<file path="config.mk">
export PLATFORM = sky130hd
export DESIGN_NAME = fetch_key_guard
export DESIGN_NICKNAME = d
export VERILOG_FILES = /design/src/rtl/fkg_pkg.sv /design/src/rtl/fkg_key_extract.sv /design/src/rtl/fkg_mask_lane.sv /design/src/rtl/fkg_cause_enc.sv /design/src/rtl/fetch_key_guard.sv
export SDC_FILE = /design/constraint.sdc
export NUM_CORES = 1
export LEC_CHECK = 0
export BUFFER_PORTS_ARGS = -buffer_cell sky130_fd_sc_hd__buf_2
export CORE_ASPECT_RATIO = 1.1
export CORE_MARGIN = 10
export CORE_UTILIZATION = 37
export DETAILED_ROUTE_END_ITERATION = 16
export SLEW_MARGIN = 5
export SYNTH_ARGS = -nofsm -noshare
export SYNTH_HDL_FRONTEND = slang
export SYNTH_HIERARCHICAL = 1
export SYNTH_SLANG_ARGS = --single-unit
</file>
<file path="constraint.sdc">
create_clock -name clk -period 6.18 [get_ports clk]
set_input_delay 1.236 -clock clk [delete_from_list [all_inputs] [get_ports clk]]
set_output_delay 1.236 -clock clk [all_outputs]
set_load 0.1 [all_outputs]
</file>
<file path="src/rtl/fkg_pkg.sv">
package fkg_pkg;
    localparam int NUM_KEYS   = 32;
    localparam int KEY_W      = $clog2(NUM_KEYS);
    localparam int LANE_W     = 2;
    localparam int MASK_W     = LANE_W * NUM_KEYS;
    localparam int WORD_W     = 64;
    localparam int PERM_W     = 3;
    localparam int PERM_X     = 0;
    localparam int KEY_HI_W   = 2;
    localparam int KEY_HI_LSB = 60;
    localparam int KEY_LO_W   = KEY_W - KEY_HI_W;
    localparam int KEY_LO_LSB = 9;
    localparam int CAUSE_BASE = 27;
    localparam int CAUSE_KEY  = 21;

    typedef struct packed {
        logic [MASK_W-1:0] mask;
        logic              vld;
        logic [PERM_W-1:0] perm;
        logic              ok;
        logic              fault;
        logic [WORD_W-1:0] cause;
    } guard_state_t;
endpackage

</file>
<file path="src/rtl/fkg_key_extract.sv">
module fkg_key_extract
    import fkg_pkg::*;
(
    input  logic [WORD_W-1:0] pte,
    output logic [KEY_W-1:0]  key
);
    localparam int HI_TOP = KEY_HI_LSB + KEY_HI_W;
    localparam int LO_TOP = KEY_LO_LSB + KEY_LO_W;

    logic unused_pte_bits;

    always_comb begin
        key = {pte[KEY_HI_LSB +: KEY_HI_W], pte[KEY_LO_LSB +: KEY_LO_W]};
    end

    assign unused_pte_bits = ^{pte[WORD_W-1:HI_TOP], pte[KEY_HI_LSB-1:LO_TOP],
                               pte[KEY_LO_LSB-1:0]};
endmodule

</file>
<file path="src/rtl/fkg_mask_lane.sv">
module fkg_mask_lane
    import fkg_pkg::*;
(
    input  logic [MASK_W-1:0] mask,
    input  logic [KEY_W-1:0]  key,
    output logic [LANE_W-1:0] lane
);
    logic [LANE_W-1:0] lanes [NUM_KEYS];

    // Key 0 sits in the most significant lane, key NUM_KEYS-1 in the least.
    for (genvar g = 0; g < NUM_KEYS; g++) begin : g_lane
        assign lanes[g] = mask[MASK_W-1-LANE_W*g -: LANE_W];
    end

    always_comb begin
        lane = lanes[key];
    end
endmodule

</file>
<file path="src/rtl/fkg_cause_enc.sv">
module fkg_cause_enc
    import fkg_pkg::*;
(
    input  logic              fault,
    input  logic              base_no_x,
    input  logic              key_deny,
    output logic [WORD_W-1:0] cause
);
    always_comb begin
        cause = '0;
        if (fault) begin
            cause[CAUSE_BASE] = base_no_x;
            cause[CAUSE_KEY]  = key_deny;
        end
    end
endmodule

</file>
<file path="src/rtl/fetch_key_guard.sv">
module fetch_key_guard
    import fkg_pkg::*;
(
    input  logic              clk,
    input  logic              rst_n,
    input  logic              mask_we,
    input  logic [MASK_W-1:0] mask_wdata,
    input  logic              req_valid,
    input  logic [WORD_W-1:0] pte_word,
    input  logic [PERM_W-1:0] base_perm,
    input  logic              key_check_en,
    output logic              resp_valid,
    output logic [PERM_W-1:0] perm_out,
    output logic              exec_ok,
    output logic              fault,
    output logic [WORD_W-1:0] fault_cause
);
    guard_state_t d, q;

    logic [KEY_W-1:0]  key;
    logic [LANE_W-1:0] lane;
    logic              key_deny;
    logic [PERM_W-1:0] perm_n;
    logic              fault_n;
    logic [WORD_W-1:0] cause_n;
    logic              unused_lane_hi;

    fkg_key_extract u_key (
        .pte (pte_word),
        .key (key)
    );

    // Lookup uses the registered mask, so a same-cycle write is not seen.
    fkg_mask_lane u_lane (
        .mask (q.mask),
        .key  (key),
        .lane (lane)
    );

    always_comb begin
        key_deny       = key_check_en & lane[0];
        unused_lane_hi = lane[LANE_W-1];
        perm_n         = base_perm;
        perm_n[PERM_X] = base_perm[PERM_X] & ~key_deny;
        fault_n        = ~perm_n[PERM_X];
    end

    fkg_cause_enc u_cause (
        .fault     (fault_n),
        .base_no_x (~base_perm[PERM_X]),
        .key_deny  (key_deny),
        .cause     (cause_n)
    );

    always_comb begin
        d     = q;
        d.vld = req_valid;
        if (mask_we) begin
            d.mask = mask_wdata;
        end
        if (req_valid) begin
            d.perm  = perm_n;
            d.ok    = perm_n[PERM_X];
            d.fault = fault_n;
            d.cause = cause_n;
        end else begin
            d.perm  = '0;
            d.ok    = 1'b0;
            d.fault = 1'b0;
            d.cause = '0;
        end
    end

    always_ff @(posedge clk) begin
        if (!rst_n) begin
            q <= '0;
        end else begin
            q <= d;
        end
    end

    assign resp_valid  = q.vld;
    assign perm_out    = q.perm;
    assign exec_ok     = q.ok;
    assign fault       = q.fault;
    assign fault_cause = q.cause;
endmodule

</file>
=== Word-level counts from Yosys, hierarchy flattened ===
Index checks and enable logic that the tools add are counted.

* Input port bits: 136
* Bits in registers: 134
* Logic and storage cells: 21
* Output and inout bits: 70

* Bitwise gates (word level): 8
* Muxes and demuxes: 3
* $lt $le $gt $ge: 1
* Reductions and logical operators: 2

{| class="wikitable"
|+ Operator list
! kind !! number
|-
| $bmux 2 s5 || 1
|-
| $ge 6x6->1 const B || 1
|-
| $not 5->6 || 1
|-
| $not 1->1 || 5
|-
| $reduce_or 3->1 || 1
|-
| $and 1x1->1 || 2
|-
| $mux 1 || 2
|-
| $reduce_and 2->1 || 1
|}

=== Longest topological paths before layout ===
Gate-level depths: netlist of run 1.

* Depth after elaboration: 8
* Gate-level depth with buffers: 11
* Mapped depth without buffers: 8

=== Hierarchy ===
Netlist of run 1, hierarchy kept.

{| class="wikitable"
|+ Modules (own cells, without submodules)
! module !! sequential area each (um^2) !! instances !! area an instance (um^2) !! cells an instance
|-
| fetch_key_guard || 2,662.6 || 1 || 4,893.4 || 428
|-
| fkg_mask_lane || 0.0 || 1 || 610.6 || 72
|-
| fkg_cause_enc || 0.0 || 1 || 481.7 || 65
|-
| fkg_key_extract || 0.0 || 1 || 37.5 || 5
|}

=== Worst setup path after synthesis of run 1 ===
No wires, ideal clock.

* Kind: input -> register
* Start: in pte_word[10]
* End: reg q (netlist bit fault_cause[27])
* Buffers on the path: 4
* Setup time: 0.116 ns
* Stages on the path: 11
* Path slack: 3.309 ns
* Data arrival time: 2.755 ns
* Required time: 6.064 ns
* Cell sequence: buf_4 > buf_6 > buf_12 > buf_6 > mux2i_1 > a22oi_1 > a31oi_1 > o311ai_1 > a21bo_2 > and2_1 > and3_1

* Cells in the longest elaborated chain, start to end: 8

{| class="wikitable"
|+ RTL lines
! item !! RTL line !! RTL
|-
| from (decl) || fetch_key_guard.sv:9 || <nowiki>input logic [WORD_W-1:0] pte_word,</nowiki>
|-
| $not 5->6 (not written as such) || fkg_mask_lane.sv:16 || <nowiki>lane = lanes[key];</nowiki>
|-
| $bmux 2 s5 || fkg_mask_lane.sv:16 ||
|-
| $mux 1 (not written as such) (2 in a row) || fkg_mask_lane.sv:16 ||
|-
| named net lane[0] || fetch_key_guard.sv:21 || <nowiki>logic [LANE_W-1:0] lane;</nowiki>
|-
| $and 1x1->1 || fetch_key_guard.sv:41 || <nowiki>key_deny = key_check_en & lane[0];</nowiki>
|-
| $not 1->1 || fetch_key_guard.sv:44 || <nowiki>perm_n[PERM_X] = base_perm[PERM_X] & ~key_deny;</nowiki>
|-
| $and 1x1->1 || fetch_key_guard.sv:44 ||
|-
| $reduce_or 3->1 (no line) || - ||
|-
| to (signal assigned) || fetch_key_guard.sv:76 || <nowiki>q <= '0;</nowiki>
|-
| to (signal assigned) || fetch_key_guard.sv:78 || <nowiki>q <= d;</nowiki>
|-
| to (decl) || fetch_key_guard.sv:18 || <nowiki>guard_state_t d, q;</nowiki>
|}

The timed path passes the listed nets, and every way through them passes these cells. The select of a mux whose other input is x is not followed.
A chain may end at the register's enable or synchronous reset.

=== Worst setup path after layout of run 1 ===
Ends and elaborated chain as after synthesis.

==> results of run 1 <==
-- critical path: stages --
cell	delay (ns)
buf_2	0.42
mux2i_1	0.34
a22oi_1	0.11
and4b_1	0.20
a31oi_1	0.14
o311ai_1	0.18
a21bo_2	0.25
and2_1	0.15
and3_1	0.17
-- final cells by class --
| type | instances | area (µm²) |
|---|---|---|
| clock buffer | 10 | 239 |
| multi-input combinational | 234 | 1500 |
| fill | 1252 | 7510 |
| inverter | 1 | 3.75 |
| timing repair buffer | 116 | 586 |
| sequential | 101 | 2020 |
| tap | 154 | 193 |
| clock inverter | 6 | 38.8 |
-- sequential cells by signal (all words and copies together) (netlist names) --
signal and count:
perm_out 3, resp_valid 1, fault_cause 64, q 32, fault 1
-- metal layers --
metal | up-vias | wire length, µm | track usage
li1 | 1297 | - | -
met1 | 1123 | 3450 | 0.101
met2 | 73 | 3920 | 0.154
met3 | 9 | 746 | 0.0507
met4 | 0 | 105 | 0.0392
met5 | - | 0 | 0
-- power by group --
part | internal [µW] | switching, µW | total (µW)
combinational | 57.0 | 189 | 246
clock | 282 | 239 | 521
sequential | 681 | 9.92 | 691
-- worst max-delay path by stage --
stage / depth (start not counted) / slack (ns) / from / endpoint
after CTS: 9 / 3.21 / pte_word[10] / fault_cause[27]$_SDFF_PN0_
after detailed placement: 9 / 2.87 / pte_word[10] / fault_cause[27]$_SDFF_PN0_
after global routing: 9 / 3.10 / pte_word[10] / fault_cause[27]$_SDFF_PN0_
after floorplan: 11 / 3.35 / pte_word[10] / fault_cause[27]$_SDFF_PN0_
final: 9 / 3.22 / pte_word[10] / fault_cause[27]$_SDFF_PN0_
after global placement: 9 / 2.86 / pte_word[10] / fault_cause[27]$_SDFF_PN0_
-- through the flow --
stage	instances	cell area [µm²]	setup WS (ns)	hold WS, ns
3_5_place_dp	606	4300	2.87	0.506
2_1_floorplan	505	4830	3.35	0.482
4_1_cts	622	4580	3.21	0.524
3_3_place_gp	606	4300	2.86	0.497
5_1_grt	622	4580	3.10	0.535
6_report	622	4580	3.22	0.515
==> results.json, run 1 <==
{
  "avgSynthCellArea_um2": 10.4,
  "drive_above_1_share": 0.284,
  "fin_tns_setup_ns": 0,
  "fp-row-count": 42,
  "maxSlewHeadroom": 0.369,
  "clock_latency_ns": 0.34,
  "drv_slew": 0,
  "post-route-min-period_ns": 2.96,
  "clock-sinks": 101,
  "startpoint_type": "input port",
  "fp.dieW_um": 126,
  "gp_congestion": 0.759,
  "skew_ns": 0.00698,
  "clock.fmax_ghz": 0.338,
  "hold_path.startpoint": "q[126]$_SDFFE_PN0P_",
  "leakagePower_uw": 0.00248,
  "grt_max_degree": 68,
  "powerDensity_nw_per_um2": 318,
  "io_buffers": 114,
  "cts_hold_buf": 0,
  "max_slew.worst_pin.slew_ns": 0.946,
  "gr-usage-all-layers": 0.0949,
  "ir_worst_vdd_uv": 136,
  "min_to": "q[126]$_SDFFE_PN0P_",
  "clock_path_buffers": 2,
  "drt_iter0_drc": 95,
  "final_antenna_net_count": 0,
  "outcome": "completed",
  "cts_tree": "done",
  "final_nets": 599,
  "area_growth_pct": -0.489,
  "drc_errors": 0,
  "routed_wl_um": 8220,
  "setup-violations-final": 0,
  "rsz0062_at_grt": "no",
  "root_buffer": "clkbuf_16",
  "finalCritPeriodShare": 0.479,
  "start_util": 0.381,
  "cts_resized": 0,
  "boundaryPins": 206,
  "hold_viol_final": 0,
  "min_path_type": "flip-flop to flip-flop",
  "holdPathStages": 2,
  "place_hpwl_um": 5940,
  "r2r-start": "q[110]$_SDFFE_PN0P_",
  "drv_cap": 0,
  "core_um2": 12100,
  "syn_inst": 444,
  "first_global_vias": 2584,
  "report.power.total_uw": 1460,
  "grt_overflow_total": 0,
  "layout_commonest_cell": "buf_2",
  "avgViaCountPerCell": 4.02,
  "htree_levels": 3,
  "antenna_found_initial": 0,
  "grt_pass1_wl_um": 13200,
  "ff2ff_path_depth": 8,
  "vias": 2502,
  "reg2reg_to": "fault_cause[27]$_SDFF_PN0_",
  "ys_warn_count": 6,
  "clkTransAtPathRegs_ns": 0.07,
  "mappedNetlistArea_um2": 4600,
  "crit_arrival_ns": 3.20,
  "cts_setup_buffers": 0,
  "crit_fanout": 16,
  "die_h_um": 137,
  "utilization": 0.379,
  "cts_made_buffers": 9,
  "final_cell_mix": "114 x buf_2, 101 x dfxtp_1, 66 x and3_1, 62 x conb_1, 48 x mux2i_1",
  "wire_per_inst_um": 13.2,
  "end_kind": "flip-flop",
  "die_area_um2": 17300,
  "crit_type": "input port to flip-flop",
  "antenna_cells": 0,
  "worst-r2r-setup-slack_ns": 4.35,
  "required_ns": 6.42,
  "drt_pass1_iterations": 4
}
Note: power is estimated with default switching activity, not from simulation.
==> run 2: changes to the inputs <==
ABC_AREA = 1   (was not set)
clock period = 2.9 ns   (was 6.18 ns; I/O delays follow)
==> run 2 against run 1 <==
  * Sequential power rose by 110%
  * Final cell count rose by 34%
  * Worst setup slack got worse by 2.1 ns
  * Synthesized cell count rose by 47%
  * Sequential share of layout area fell by 2.6 points
  * Register-to-register slack got worse by 2.8 ns
  * Synthesized area rose by 5.2%
  * Core utilization rose by 0.44 points
  * Via count rose by 20%
  * Wire length rose by 2.6%
  * Global-route usage fell by 0.082 points
  * Final area rose by 6.3%
  * Largest power group unchanged
==> results.json, run 2 <==
{
  "maxSlewHeadroom": 0.616,
  "cts_setup_buffers": 0,
  "layout_commonest_cell": "nor2_1",
  "setup-violations-final": 0,
  "place_ws_ns": 0.783,
  "min_to": "fault$_SDFF_PN0_",
  "mappedNetlistArea_um2": 4840,
  "grt_overflow_total": 0,
  "grt_pass1_wl_um": 13400,
  "reg2reg_to": "fault_cause[21]$_SDFF_PN0_",
  "hold_ws_ns": 0.451,
  "leakagePower_uw": 0.00260,
  "max_slew.worst_pin.slew_ns": 0.574,
  "crit_path_max_incr_delay_ns": 0.34,
  "drt_iter0_drc": 112,
  "min_path_type": "input port to flip-flop",
  "crit_buf_inv": 4,
  "post-route-min-period_ns": 1.76,
  "drv_slew": 0,
  "holdPathStages": 2,
  "drt_pass1_iterations": 4,
  "crit_fanout": 17,
  "io_buffers": 114,
  "cts_made_buffers": 9,
  "grt_max_degree": 36,
  "boundaryPins": 206,
  "first_global_vias": 2756,
  "drive_above_1_share": 0.210,
  "wire_per_inst_um": 10.1,
  "syn_inst": 653,
  "hold_viol_final": 0,
  "clock.fmax_ghz": 0.569,
  "final_cell_mix": "131 x nor2_1, 114 x buf_2, 108 x nand2_1, 106 x inv_1, 101 x dfxtp_1",
  "setup_ws_ns": 1.14,
  "crit_arrival_ns": 1.97,
  "clock_path_buffers": 2,
  "place_hpwl_um": 6260,
  "final_nets": 807,
  "largest_reg_flops": 64,
  "cts_tree": "done",
  "gp_congestion": 0.738,
  "ir_worst_vdd_uv": 316,
  "start_util": 0.381,
  "fp.dieW_um": 129,
  "final_antenna_net_count": 0,
  "antenna_found_initial": 3,
  "fin_tns_setup_ns": 0,
  "ys_warn_count": 6,
  "end_kind": "flip-flop",
  "die_area_um2": 18100,
  "routed_wl_um": 8440,
  "ff2ff_path_depth": 14,
  "startpoint_type": "input port",
  "avgSynthCellArea_um2": 7.42,
  "hold_path.startpoint": "base_perm[0]",
  "outcome": "completed",
  "clkTransAtPathRegs_ns": 0.06,
  "vias": 2993,
  "drv_cap": 0,
  "worst-r2r-setup-slack_ns": 1.54,
  "core_um2": 12700,
  "rsz0062_at_grt": "no",
  "root_buffer": "clkbuf_16",
  "path_delay_family": "simple AND/OR/NAND/NOR gates",
  "cts_hold_buf": 0,
  "r2r-start": "q[86]$_SDFFE_PN0P_",
  "gr-usage-all-layers": 0.0941,
  "crit_chain": "buf_2 > inv_8 > nand2_1 > nand3_1 > nand3_1 > nand2_1 > nand2_1 > nand2_1 > nand2_1 > nand2_1 > nand2_1 > nand2_1 > nand2_1 > inv_1 > inv_1 > nor2_1",
  "powerDensity_nw_per_um2": 677,
  "die_h_um": 140,
  "avgViaCountPerCell": 3.58,
  "drc_errors": 0,
  "clock_latency_ns": 0.34,
  "area_growth_pct": 0.517,
  "critPathSlowestCell": "buf_2",
  "crit_type": "input port to flip-flop",
  "finalCritPeriodShare": 0.606,
  "fp-row-count": 43,
  "htree_levels": 3,
  "skew_ns": 0.00576,
  "required_ns": 3.11,
  "cts_resized": 0,
  "cp_common_cell": "nand2_1",
  "clock-sinks": 101
}
==> run 2: how the worst max path moves through the flow <==
stage / from / slack [ns] / endpoint / cells after the start
finish: pte_word[9] / 1.14 / fault_cause[27]$_SDFF_PN0_ / 16
CTS: pte_word[9] / 1.14 / fault_cause[27]$_SDFF_PN0_ / 16
global placement: pte_word[9] / 0.79 / fault_cause[27]$_SDFF_PN0_ / 16
detailed placement: pte_word[9] / 0.78 / fault_cause[27]$_SDFF_PN0_ / 16
floorplan: perm_out[0]$_SDFF_PN0_ / 0.96 / perm_out[0] / 1
global route: pte_word[9] / 0.91 / fault_cause[21]$_SDFF_PN0_ / 16
==> run 2: area by class of cell <==
type	instances	area, µm²
fill	1370	7830
sequential	101	2020
multi-input combinational	332	1290
timing repair buffer	119	621
inverter	108	413
clock buffer	10	229
tap	157	196
clock inverter	6	87.6
antenna	3	7.51
==> run 2: through the flow <==
step,cell area (µm²),power (µW),util,instances
after global placement,4540,2060,0.358,817
after floorplan,5070,2110,-,714
after global routing,4860,3450,0.383,833
after detailed placement,4540,2060,0.358,817
final,4870,3300,0.383,836
after CTS,4860,3350,0.383,833
==> run 2: where the power goes <==
group	total, µW	internal (µW)	switching (µW)
Clock	1270	755	513
Combinational	550	113	437
Sequential	1480	1460	23.5
Total	3300	2320	974
==> run 2: routing by layer <==
| layer | global-route usage | up-vias | part of all wire |
|---|---|---|---|
| met4 | 0.0407 | 0 | 0.020 |
| met1 | 0.101 | 1225 | 0.43 |
| met5 | 0 | - | 0 |
| li1 | - | 1692 | - |
| met2 | 0.146 | 68 | 0.45 |
| met3 | 0.0570 | 8 | 0.097 |
==> run 3: changes to the inputs <==
clock period = 1.7 ns   (was 2.9 ns; I/O delays follow)
==> run 3 against run 2 <==
  * Sequential share of layout area decreased by 0.40 points
  * Flip-flop and latch count unchanged
  * Core utilization rose by 0.37 points
  * Register-to-register slack worse by 1.2 ns
  * Largest cell class unchanged
  * Highest routed layer is now met5
==> results.json, run 3 (synthesized netlist as in run 2, its figures left out) <==
{
  "drt_pass1_iterations": 4,
  "clock.fmax_ghz": 0.688,
  "cts_hold_buf": 0,
  "crit_buf_inv": 1,
  "gr-usage-all-layers": 0.0939,
  "clock_path_buffers": 2,
  "first_global_vias": 2715,
  "start_util": 0.381,
  "path_delay_family": "buffers and inverters",
  "die_area_um2": 18100,
  "outcome": "completed",
  "drive_above_1_share": 0.218,
  "place_hpwl_um": 6270,
  "io_buffers": 114,
  "crit_fanout": 2,
  "crit_path_max_incr_delay_ns": 0.43,
  "fp.dieW_um": 129,
  "crit_type": "flip-flop to output pin",
  "crit_arrival_ns": 1.11,
  "grt_max_degree": 35,
  "leakagePower_uw": 0.00263,
  "required_ns": 1.36,
  "place_ws_ns": 0.0232,
  "min_path_type": "input port to flip-flop",
  "hold_ws_ns": 0.199,
  "fp-row-count": 43,
  "routed_wl_um": 8380,
  "clock_latency_ns": 0.35,
  "clkTransAtPathRegs_ns": 0.07,
  "drt_iter0_drc": 137,
  "layout_commonest_cell": "nor2_1",
  "setup-violations-final": 0,
  "grt_overflow_total": 0,
  "drt-met1-wl_um": 3520,
  "dr_wl_met3_um": 859,
  "core_um2": 12700,
  "root_buffer": "clkbuf_16",
  "crit_chain": "buf_2",
  "fin_tns_setup_ns": 0,
  "drv_slew": 0,
  "final_cell_mix": "131 x nor2_1, 114 x buf_2, 108 x nand2_1, 106 x inv_1, 101 x dfxtp_1",
  "met2_length_um": 3840,
  "post-route-min-period_ns": 1.45,
  "setup_ws_ns": 0.247,
  "largest_reg_flops": 64,
  "critPathSlowestCell": "buf_2",
  "die_h_um": 140,
  "hold_viol_final": 0,
  "boundaryPins": 206,
  "grt_pass1_wl_um": 13200,
  "antenna_found_initial": 2,
  "gp_congestion": 0.744,
  "top_layer_used": "met5",
  "startpoint_type": "flip-flop",
  "drv_cap": 0,
  "vias": 3007,
  "clock-sinks": 101,
  "wire_per_inst_um": 9.99,
  "final_nets": 813,
  "cts_tree": "done",
  "powerDensity_nw_per_um2": 1120,
  "area_growth_pct": 1.50,
  "rsz0062_at_grt": "no",
  "antenna_cells": 0,
  "end_kind": "output pin",
  "finalCritPeriodShare": 0.855,
  "avgViaCountPerCell": 3.58,
  "final_antenna_net_count": 0,
  "ir_worst_vdd_uv": 588,
  "htree_levels": 3,
  "cts_made_buffers": 9,
  "skew_ns": 0.00548,
  "cts_setup_buffers": 0,
  "cts_resized": 0,
  "drc_errors": 0
}
run 3: changes by cell type in the layout (fill, tap and decap cells not counted):
cell | previous run | this run
clkbuf_8 | 0 | 1
buf_4 | 4 | 8
bufinv_16 | 2 | 1
buf_12 | 1 | 3
clkinv_2 | 1 | 2
diode_2 | 3 | 0
clkbuf_1 | 1 | 0
run 3: metal layers:
| layer | track usage | vias to the layer above |
|---|---|---|
| li1 | - | 1702 |
| met5 | 0 | - |
| met2 | 0.146 | 73 |
| met1 | 0.0982 | 1219 |
| met3 | 0.0589 | 11 |
| met4 | 0.0413 | 2 |
run 3: layout make-up:
class                      count  area [µm²]
timing repair buffer         125         691
fill                        1373        7780
clock inverter                 6        62.6
multi-input combinational    332        1290
clock buffer                  10         239
inverter                     108         413
tap                          157         196
sequential                   101        2020
run 3: worst paths after layout:
path                           from                    endpoint  slack, ns  cells past startpoint
min reg2reg      q[96]$_SDFFE_PN0P_          q[96]$_SDFFE_PN0P_       0.47                      2
min                    base_perm[0]            fault$_SDFF_PN0_       0.20                      2
max          perm_out[0]$_SDFF_PN0_                 perm_out[0]       0.25                      1
max reg2reg      q[90]$_SDFFE_PN0P_  fault_cause[21]$_SDFF_PN0_       0.39                     14
run 3: metrics by stage:
step | cells | total power, µW | util | cell area, µm²
finish | 839 | 5530 | 0.387 | 4920
CTS | 839 | 5630 | 0.387 | 4920
global placement | 823 | 3530 | 0.363 | 4610
floorplan | 714 | 3600 | - | 5070
global route | 839 | 5820 | 0.387 | 4920
detailed placement | 823 | 3540 | 0.363 | 4610
run 3: where the power goes:
| part | internal, µW | switching, µW |
|---|---|---|
| combinational | 207 | 747 |
| clock | 1170 | 876 |
| sequential | 2480 | 42.0 |
